==> src/rtl/mon_entry_pkg.sv <==
package mon_entry_pkg;

    typedef enum logic [2:0] {
        ST_WAIT        = 3'd0,
        ST_USER        = 3'd1,
        ST_MON_HV_DIV1 = 3'd2,
        ST_MON_HV_DIV2 = 3'd3,
        ST_MON_BLANK   = 3'd4
    } mon_state_e;

endpackage

==> src/rtl/mon_blank_det.sv <==
module mon_blank_det #(
    parameter int WORD_W    = 8,
    parameter int NUM_WORDS = 2
) (
    input  logic [NUM_WORDS-1:0][WORD_W-1:0] words,
    output logic                             is_blank
);
    localparam logic [WORD_W-1:0] ERASED = {WORD_W{1'b1}};

    logic [NUM_WORDS-1:0] word_erased;

    for (genvar g = 0; g < NUM_WORDS; g++) begin : g_word
        assign word_erased[g] = (words[g] == ERASED);
    end

    assign is_blank = &word_erased;
endmodule

==> src/rtl/mon_entry_fsm.sv <==
module mon_entry_fsm
    import mon_entry_pkg::*;
(
    input  logic clk,
    input  logic rst_n,
    input  logic por_done,
    input  logic irq_hv,
    input  logic clk_sel,
    input  logic is_blank,
    output logic mon_mode,
    output logic blank_entry,
    output logic div2_sel
);
    mon_state_e state_q, state_d;

    always_ff @(posedge clk or negedge rst_n) begin
        if (!rst_n) state_q <= ST_WAIT;
        else        state_q <= state_d;
    end

    always_comb begin
        state_d = state_q;
        unique case (state_q)
            ST_WAIT: begin
                if (por_done) begin
                    if (irq_hv)        state_d = clk_sel ? ST_MON_HV_DIV2 : ST_MON_HV_DIV1;
                    else if (is_blank) state_d = ST_MON_BLANK;
                    else               state_d = ST_USER;
                end
            end
            ST_USER, ST_MON_HV_DIV1, ST_MON_HV_DIV2, ST_MON_BLANK: state_d = state_q;
            default: state_d = ST_WAIT;
        endcase
    end

    always_comb begin
        mon_mode    = 1'b0;
        blank_entry = 1'b0;
        div2_sel    = 1'b0;
        unique case (state_q)
            ST_WAIT, ST_USER: ;
            ST_MON_HV_DIV1: mon_mode = 1'b1;
            ST_MON_HV_DIV2: begin
                mon_mode = 1'b1;
                div2_sel = 1'b1;
            end
            ST_MON_BLANK: begin
                mon_mode    = 1'b1;
                blank_entry = 1'b1;
                div2_sel    = 1'b1;
            end
            default: ;
        endcase
    end
endmodule

==> src/rtl/mon_entry_top.sv <==
module mon_entry_top #(
    parameter int VEC_W = 8
) (
    input  logic             clk,
    input  logic             rst_n,
    input  logic             por_done,
    input  logic [VEC_W-1:0] vec_hi,
    input  logic [VEC_W-1:0] vec_lo,
    input  logic             irq_hv,
    input  logic             irq_lvl,
    input  logic             clk_sel,
    output logic             mon_mode,
    output logic             blank_entry,
    output logic             div2_sel
);
    localparam int VEC_WORDS = 2;

    logic [VEC_WORDS-1:0][VEC_W-1:0] vec_words;
    logic                            vec_blank;
    logic                            unused_irq_lvl;

    // The pin level plays no part in the decision on either path.
    assign unused_irq_lvl = irq_lvl;
    assign vec_words      = {vec_hi, vec_lo};

    mon_blank_det #(.WORD_W(VEC_W), .NUM_WORDS(VEC_WORDS)) u_blank (
        .words    (vec_words),
        .is_blank (vec_blank)
    );

    mon_entry_fsm u_fsm (
        .clk         (clk),
        .rst_n       (rst_n),
        .por_done    (por_done),
        .irq_hv      (irq_hv),
        .clk_sel     (clk_sel),
        .is_blank    (vec_blank),
        .mon_mode    (mon_mode),
        .blank_entry (blank_entry),
        .div2_sel    (div2_sel)
    );
endmodule

==> config.mk <==
export PLATFORM = sky130hd
export DESIGN_NAME = mon_entry_top
export DESIGN_NICKNAME = d
export VERILOG_FILES = /design/src/rtl/mon_entry_pkg.sv /design/src/rtl/mon_blank_det.sv /design/src/rtl/mon_entry_fsm.sv /design/src/rtl/mon_entry_top.sv
export SDC_FILE = /design/constraint.sdc
export NUM_CORES = 1
export LEC_CHECK = 0
export BUFFER_PORTS_ARGS = -buffer_cell sky130_fd_sc_hd__buf_2
export CORE_AREA = 2 2 39 41
export DETAILED_ROUTE_END_ITERATION = 16
export DIE_AREA = 0 0 41 43
export GPL_TIMING_DRIVEN = 0
export SKIP_CTS_REPAIR_TIMING = 1
export SYNTH_ARGS = -nofsm -noshare
export SYNTH_HDL_FRONTEND = slang
export SYNTH_HIERARCHICAL = 1
export SYNTH_SLANG_ARGS = --single-unit
==> constraint.sdc <==
create_clock -name clk -period 1 [get_ports clk]
set_input_delay 0.05 -clock clk [delete_from_list [all_inputs] [get_ports clk]]
set_output_delay 0.05 -clock clk [all_outputs]
set_load 0.02 [all_outputs]
==> results of run 1 <==
## worst min-delay path, delay by kind of cell
kind,cells,cell delay [ns]
AO/OA/AOI/OAI,1,0.06
buffers and inverters,1,0.11
AND/OR/NAND/NOR,1,0.07
## per-layer routing
metal / vias up / track usage / share of wire
met2: 21 / 0.1313 / 0.50
met3: 0 / 0.05236 / 0.12
met1: 118 / 0.09740 / 0.38
met4: 0 / 0.08000 / 0
li1: 147 / - / -
met5: - / 0 / 0
## path summary, 6_finish.rpt
check | slack, ns | to
worst max register to register | 0.12 | u_fsm/state_q[0]
worst max-delay path | -0.22 | div2_sel
worst min register to register | 0.49 | u_fsm/state_q[1]
max in group asynchronous | 0.74 | u_fsm/state_q[0]
worst min-delay path | 0.11 | u_fsm/state_q[1]
min in group asynchronous | 0.14 | u_fsm/state_q[2]
## cell type report
cell class                 count  area [µm²]  share of cell area
multi-input combinational     17       145.1              0.3333
inverter                       2       7.507             0.01724
sequential                     3       77.57              0.1782
tap                           16       20.02             0.04598
clock buffer                   4       26.28             0.06034
timing repair buffer          26       158.9              0.3649
## where the power goes
group	internal, mW	total, mW	switching (mW)	leakage (nW)
clock network	0.150	0.212	0.0624	0.0150
logic	0.102	0.176	0.0737	0.160
registers	0.133	0.151	0.0178	0.0324
total	0.385	0.539	0.154	0.208
## cells in the mapped netlist
master,n
a211oi_1,1
a21oi_1,1
a32o_1,1
dfrtp_1,3
nor3b_2,1
nand4_1,4
inv_1,2
nand3b_1,3
nand2b_1,1
nor4_2,1
nor3b_1,1
or2b_1,2
a21o_1,1
## metrics by stage
stage / hold WS, ns / setup slack [ns] / setup TNS (ns)
floorplan: -0.2456 / -0.02826 / -0.05229
global placement: -0.1537 / -0.1306 / -0.1534
detailed placement: -0.1529 / -0.1481 / -0.1794
CTS: -0.4025 / -0.2845 / -0.7021
global route: 0.1039 / -0.2838 / -0.7851
finish: 0.1054 / -0.2200 / -0.6071
## cell families after synthesis
| family | count (synthesis) | share of synthesized area |
|---|---|---|
| AO/OA/AOI/OAI | 4 | 0.1404 |
| buffers and inverters | 2 | 0.03510 |
| AND/OR/NAND/NOR | 13 | 0.4737 |
| flip-flops | 3 | 0.3509 |
==> results.toml, run 1 <==
[place]
gp_congestion = 0.7539
dpl_cell_area_um2 = 362.8
io_buffers = 23
placed_cells_incl_taps = 61
hpwl_um = 514.3

[cts]
numCtsBuffers = 3
cts_tree = "done"
cts_buffer_depth = 2
clk_pin_slew_ns = 0.04
h-tree-depth = 1
clock-sinks = 3
clk_latency_ns = 0.23
cts-root-buf = "clkbuf_4"

[sta]
drv_slew = 0
rsz0062_at_grt = "yes"
fmax_ghz = 0.8196
post-route-min-period_ns = 1.220
hold_viol = 0
worst_slack_ns = -0.2200
timing.final.crit_share = 1.220
finClkSkew_ns = 0.002726
tightest_slew_ns = 0.2379
setup_viol_count_final = 3
relSlewSlack = 0.8401

[route]
via_per_inst = 4.206
vias = 286
avgRoutedWirePerCell_um = 8.765
drt_iter0_drc = 3
drc = 0
drt.antenna.violating_nets = 0
firstDrtPassIters = 3
drt-total-wl_um = 596

[yosys]
synth_top_area_frac = 0.3509
ys_ff_latch = 3
synth.avg_cell_area_um2 = 9.725
synth_top_area_cell = "dfrtp_1"
seq_area_frac_synth = 0.3509
synth_warnings = 6
synth_fp_nets = 44
yosys-top-cells-area = "dfrtp_1 (35%), nand4_1 (12%), nand3b_1 (11%), or2b_1 (7.0%), nor3b_2 (5.8%)"
syn_area_um2 = 214.0
synth.distinct_cells = 13
postSynthCellCount = 22

[finish]
largest-register = "u_fsm/state_q"
layout_commonest_cell = "buf_2"
fin_area_um2 = 435.4
layout_common_cells = "buf_2 (20), nand4_1 (4), clkbuf_4 (3), buf_6 (3), nand3b_1 (3)"
reg.largest.list = "u_fsm/state_q: 3 flops"
largest_register_ffs = 3
n_fill_cell = 150
stdcell_count = 68
n_antenna_cell = 0
synthToLayoutAreaGrowth_pct = 103.5
finalNetCount = 75
post-route-util = 0.3146
drive_gt1_frac = 0.6346

[job]
maxCapViolCount = 0

[pwr]
p_leak_nw = 0.2078
p_per_area_nw_per_um2 = 1238
total_power_mw = 0.5389
max-vdd-ir-drop_mv = 0.2891

[floorplan]
die_h_um = 43
io_pins = 25
rows = 14
core_area_um2 = 1384
start_util = 0.1546
dieArea_um2 = 1763
die_x_um = 41

[setup_path]
cp_max_fo = 5
path_delay_family = "flip-flops"
startpoint = "u_fsm/state_q[1]"
cp.depth = 3
crit_buf_inv = 1
critPathKind = "reg2out"
r2r-start = "u_fsm/state_q[1]"
r2r_cells = 2
crit_arrival_ns = 1.17
crit_path_start_kind = "flop"
required_ns = 0.95
crit_chain = "nor3b_4 > nand2b_4 > buf_6"
endpoint_kind = "output port"
cp_slowest_stage_delay_ns = 0.44
cp_slowest_cell = "dfrtp_2"

[min_path]
hp-start = "por_done"
hold_depth = 3
hp-class = "in2reg"

[grt]
grt_usage = 0.09466
grt_antenna_before_repair = 0
grt_max_degree = 7
grt_pass1_vias = 288
grt_pass1_wl_mm = 1.055
grt_overflow = 0

[outcome]
status = "finished with violations"
violations = "negative setup slack"
No activity file was read; power rests on OpenSTA's default activity.
==> run 2: changes to the inputs <==
clock period = 1.2 ns   (was 1 ns; I/O delays follow)
==> run 2 against run 1 <==
Effect of this change:
- the flow now finishes without violations
- clock-buffer cell count did not move
- largest cell class unchanged
- non-clock buffer count rose by 1
- die area did not move
- via count rose by 3.5%
- total power fell by 17%
- core utilization fell by 0.81 points
- setup slack improved by 0.22 ns
- worst hold slack improved by 0.0011 ns
- global-route usage fell by 0.61 points
- critical path depth did not move
- clock skew fell by 0.0021 ns
- first-iteration DRC count fell by 67%
==> results.toml, run 2 (synthesis results as in run 1) <==
[setup_path]
crit_end = "div2_sel"
r2r-start = "u_fsm/state_q[1]"
r2r_cells = 3
crit_chain = "nor3b_4 > nand2b_1 > buf_4"
critPathKind = "reg2out"
required_ns = 1.14
cp_slowest_stage_delay_ns = 0.44
worstReg2RegEnd = "u_fsm/state_q[0]"
cp_max_fo = 5
r2r_slack_ns = 0.20
path_delay_family = "flip-flops"
endpoint_kind = "output port"
cp_slowest_cell = "dfrtp_2"
crit_buf_inv = 1
crit_path_start_kind = "flop"
cp.depth = 3
startpoint = "u_fsm/state_q[1]"
crit_arrival_ns = 1.14

[pwr]
max-vdd-ir-drop_mv = 0.3907
p_per_area_nw_per_um2 = 1052
p_leak_nw = 0.2083

[floorplan]
io_pins = 25
core_area_um2 = 1384
rows = 14
start_util = 0.1546
die_h_um = 43
die_x_um = 41
dieArea_um2 = 1763

[place]
dpl_cell_area_um2 = 349.1
hpwl_um = 464.1
gp_congestion = 0.7451
io_buffers = 23

[sta]
post-route-min-period_ns = 1.197
fmax_ghz = 0.8352
finClkSkew_ns = 0.0005962
tightest_slew_ns = 0.2290
timing.final.crit_share = 0.9978
drv_slew = 0
setup_viol_count_final = 0
setup_tns_ns = 0
relSlewSlack = 0.8461
hold_viol = 0
rsz0062_at_grt = "yes"
whs_ns = 0.1065

[min_path]
hp-class = "in2reg"

[cts]
h-tree-depth = 1
clk_pin_slew_ns = 0.04
clk_latency_ns = 0.23
cts_buffer_depth = 2
cts_tree = "done"
cts-root-buf = "clkbuf_4"
clock-sinks = 3
numCtsBuffers = 3

[route]
drc = 0
avgRoutedWirePerCell_um = 8.522
drt-total-wl_um = 588
vias = 296
drt_iter0_drc = 1
firstDrtPassIters = 4
drt.antenna.violating_nets = 0
via_per_inst = 4.290

[grt]
grt_overflow = 0
grt_pass1_vias = 283
met1_usage = 0.07120
grt_max_degree = 7
busiest_layer = "met4"
grt_usage = 0.08853
grt_pass1_wl_um = 917
use_met2 = 0.1219
use_met3 = 0.03141
grt_antenna_before_repair = 0

[finish]
fin_area_um2 = 424.2
synthToLayoutAreaGrowth_pct = 98.25
reg.largest.list = "u_fsm/state_q: 3 flops"
layout_common_cells = "buf_2 (21), buf_4 (4), nand4_1 (4)"
n_antenna_cell = 0
layout_commonest_cell = "buf_2"
drive_gt1_frac = 0.6038
finalNetCount = 76
largest_register_ffs = 3
largest-register = "u_fsm/state_q"

[job]
maxCapViolCount = 0

[outcome]
status = "complete, no violations"
==> run 2: worst min path at each step <==
stage                        start               end  slack [ns]  cells past startpoint
after global placement       rst_n  u_fsm/state_q[2]       -0.14                      1
after floorplan              rst_n  u_fsm/state_q[0]       -0.24                      0
after CTS                    rst_n  u_fsm/state_q[2]       -0.39                      1
final                     por_done  u_fsm/state_q[1]        0.11                      3
after detailed placement     rst_n  u_fsm/state_q[2]       -0.14                      1
after global routing      por_done  u_fsm/state_q[1]        0.12                      3
==> run 2: through the flow <==
| stage | util | cells | setup WS, ns | power (mW) |
|---|---|---|---|---|
| floorplan | - | 22 | 0.03992 | 0.1703 |
| global placement | 0.2523 | 61 | 0.04139 | 0.2225 |
| detailed placement | 0.2523 | 61 | 0.03162 | 0.2241 |
| CTS | 0.2712 | 65 | -0.07051 | 0.4090 |
| global route | 0.3065 | 69 | -0.08447 | 0.4769 |
| finish | 0.3065 | 69 | 0.002650 | 0.4463 |
==> run 2: layer usage <==
metal / up-vias / share of wire
li1: 150 / -
met1: 117 / 0.36
met2: 25 / 0.43
met3: 4 / 0.14
met4: 0 / 0.077
met5: - / 0
==> run 2: layout make-up <==
| cell class | count | area [µm²] |
|---|---|---|
| inverters | 2 | 7.507 |
| flip-flops and latches | 3 | 76.32 |
| well taps | 16 | 20.02 |
| fillers | 149 | 959.7 |
| repair buffers | 27 | 156.4 |
| clock buffers | 4 | 26.28 |
| multi-input cells | 17 | 137.6 |
==> run 2: power breakdown <==
group / total [mW] / internal, mW / switching, mW
logic: 0.141 / 0.0841 / 0.0572
registers: 0.126 / 0.111 / 0.0149
clock network: 0.179 / 0.125 / 0.0542
==> run 2: tightest hold or removal path: stages <==
cell      delay, ns
buf_2          0.11
nand3b_1       0.07
a21oi_1        0.06
==> run 3: changes to the inputs <==
ABC_AREA = 1   (was unset)
==> run 3 against run 2 <==
Effect of this change:
- die area is the same
- worst hold slack is essentially flat
- sequential power grew 17%
- total power grew 17%
- synthesized cell count grew 86%
- maximum frequency grew 3.7%
- routed wire length shrank 1.0%
- core utilization shrank 0.81 points
- sequential share of layout area grew 0.19 points
- setup slack gained 0.043 ns
==> results.toml, run 3 <==
[floorplan]
core_area_um2 = 1384
rows = 14
die_h_um = 43
start_util = 0.1618
io_pins = 25
dieArea_um2 = 1763
die_x_um = 41

[setup_path]
r2r-start = "u_fsm/state_q[0]"
r2r_slack_ns = 0.22
crit_arrival_ns = 1.09
cp_slowest_stage_delay_ns = 0.39
crit_path_start_kind = "flop"
cp_slowest_cell = "dfrtp_1"
worstReg2RegEnd = "u_fsm/state_q[2]"
required_ns = 1.14
crit_chain = "nor2_2 > nand2_2 > nand2_1 > buf_4"
critPathKind = "reg2out"
r2r_cells = 4
cp_max_fo = 4
endpoint_kind = "output port"

[yosys]
synth_fp_nets = 63
synth_async_sr_flop_share = 1.000
synth.distinct_cells = 7
yosysMostFrequentCell = "nand2_1"
synth_edf_count = 0
synth_top_area_cell = "nand2_1"
postSynthCellCount = 41
synth_warnings = 6
synth_ff_type = "dfrtp_1"
ys_top_cells_by_count = "nand2_1 (24), nor2_1 (6), inv_1 (4), dfrtp_1 (3), o21ai_0 (2)"
yosys-top-cells-area = "nand2_1 (40%), dfrtp_1 (34%), nor2_1 (10%), inv_1 (6.7%), o21ai_0 (4.5%)"
syn_area_um2 = 224.0
seq_area_frac_synth = 0.3352
synth.avg_cell_area_um2 = 5.463
synth_top_area_frac = 0.4022
ys_ff_latch = 3

[min_path]
hp-class = "in2reg"
hold_depth = 3
min_delay_worst_endpoint = "u_fsm/state_q[1]"
hp-start = "por_done"

[cts]
cts_tree = "done"
clk_latency_ns = 0.23
h-tree-depth = 1
cts_buffer_depth = 2
clock-sinks = 3
numCtsBuffers = 3
cts-root-buf = "clkbuf_4"
clk_pin_slew_ns = 0.04

[grt]
grt_overflow = 0
grt_usage = 0.09054
grt_pass1_wl_mm = 1.007
grt_pass1_vias = 282
grt_antenna_before_repair = 0
grt_max_degree = 6

[sta]
timing.final.crit_share = 0.9623
fmax_ghz = 0.8660
post-route-min-period_ns = 1.155
finClkSkew_ns = 0.0009767
worst_slack_ns = 0.04521
relSlewSlack = 0.9049
whs_ns = 0.1064
setup_viol_count_final = 0
drv_slew = 0
tightest_slew_ns = 0.1411
hold_viol = 0

[route]
drc = 0
drt-total-wl_um = 582
drt_iter0_drc = 2
avgRoutedWirePerCell_um = 6.767
drt.antenna.violating_nets = 0
firstDrtPassIters = 4
via_per_inst = 3.895
vias = 335

[finish]
reg.largest.list = "u_fsm/state_q: 3 flops"
layout_commonest_cell = "nand2_1"
largest-register = "u_fsm/state_q"
finalNetCount = 93
drive_gt1_frac = 0.4143
post-route-util = 0.2984
synthToLayoutAreaGrowth_pct = 84.36
stdcell_count = 86
n_fill_cell = 164
layout_common_cells = "nand2_1 (23), buf_2 (20), nor2_1 (6)"
largest_register_ffs = 3
seq_area_um2 = 75.07
n_antenna_cell = 0
multi_input_area_um2 = 136.4

[pwr]
p_leak_nw = 0.2485
max-vdd-ir-drop_mv = 0.2604
p_per_area_nw_per_um2 = 1264

[place]
gp_congestion = 0.6633
placed_cells_incl_taps = 80
io_buffers = 23
post-place-ws_ns = 0.2737

[outcome]
status = "complete, no violations"

[job]
maxCapViolCount = 0
run 3: where the power goes:
group,total (mW),switching [mW],internal [mW]
registers,0.148,0.0223,0.126
clock network,0.180,0.0547,0.125
logic,0.194,0.0974,0.0970
total,0.522,0.174,0.348
run 3: worst max-delay path by stage:
stage	cells after the start	start	slack (ns)	endpoint
2_1_floorplan	3	u_fsm/state_q[1]	0.37	div2_sel
3_3_place_gp	4	u_fsm/state_q[1]	0.27	mon_mode
3_5_place_dp	4	u_fsm/state_q[1]	0.27	mon_mode
4_1_cts	4	u_fsm/state_q[1]	0.01	mon_mode
5_1_grt	4	u_fsm/state_q[0]	-0.008	mon_mode
6_report	4	u_fsm/state_q[0]	0.05	mon_mode
run 3: final cells by class:
cell class	instances	share of cell area
flip-flops and latches	3	0.1818
repair buffers	25	0.3394
clock buffers	4	0.06364
inverters	4	0.03636
well taps	16	0.04848
multi-input cells	34	0.3303
run 3: per-stage QoR:
step                TNS (ns)  instance area, µm²  total power [mW]
global placement           0               359.1            0.3136
finish                     0               412.9            0.5219
global route        -0.01625               412.9            0.5643
detailed placement         0               359.1            0.3153
floorplan                  0               224.0            0.2456
CTS                        0               385.4            0.5049
run 3: cells by family after synthesis:
family | count (synthesis) | share of synthesized area
flops | 3 | 0.3352
buf+inv | 4 | 0.06702
simple gates | 32 | 0.5531
compound gates | 2 | 0.04469
run 3: metal layers:
metal	GRT usage	share of wire
met5	0	0
met4	0.1000	0.027
met3	0.03665	0.14
met2	0.1125	0.47
met1	0.1036	0.36
run 3: critical path, delay by kind of cell (launching register included):
family / cells / cell delay [ns]
buf+inv: 1 / 0.13
simple gates: 3 / 0.33
flops: 1 / 0.39
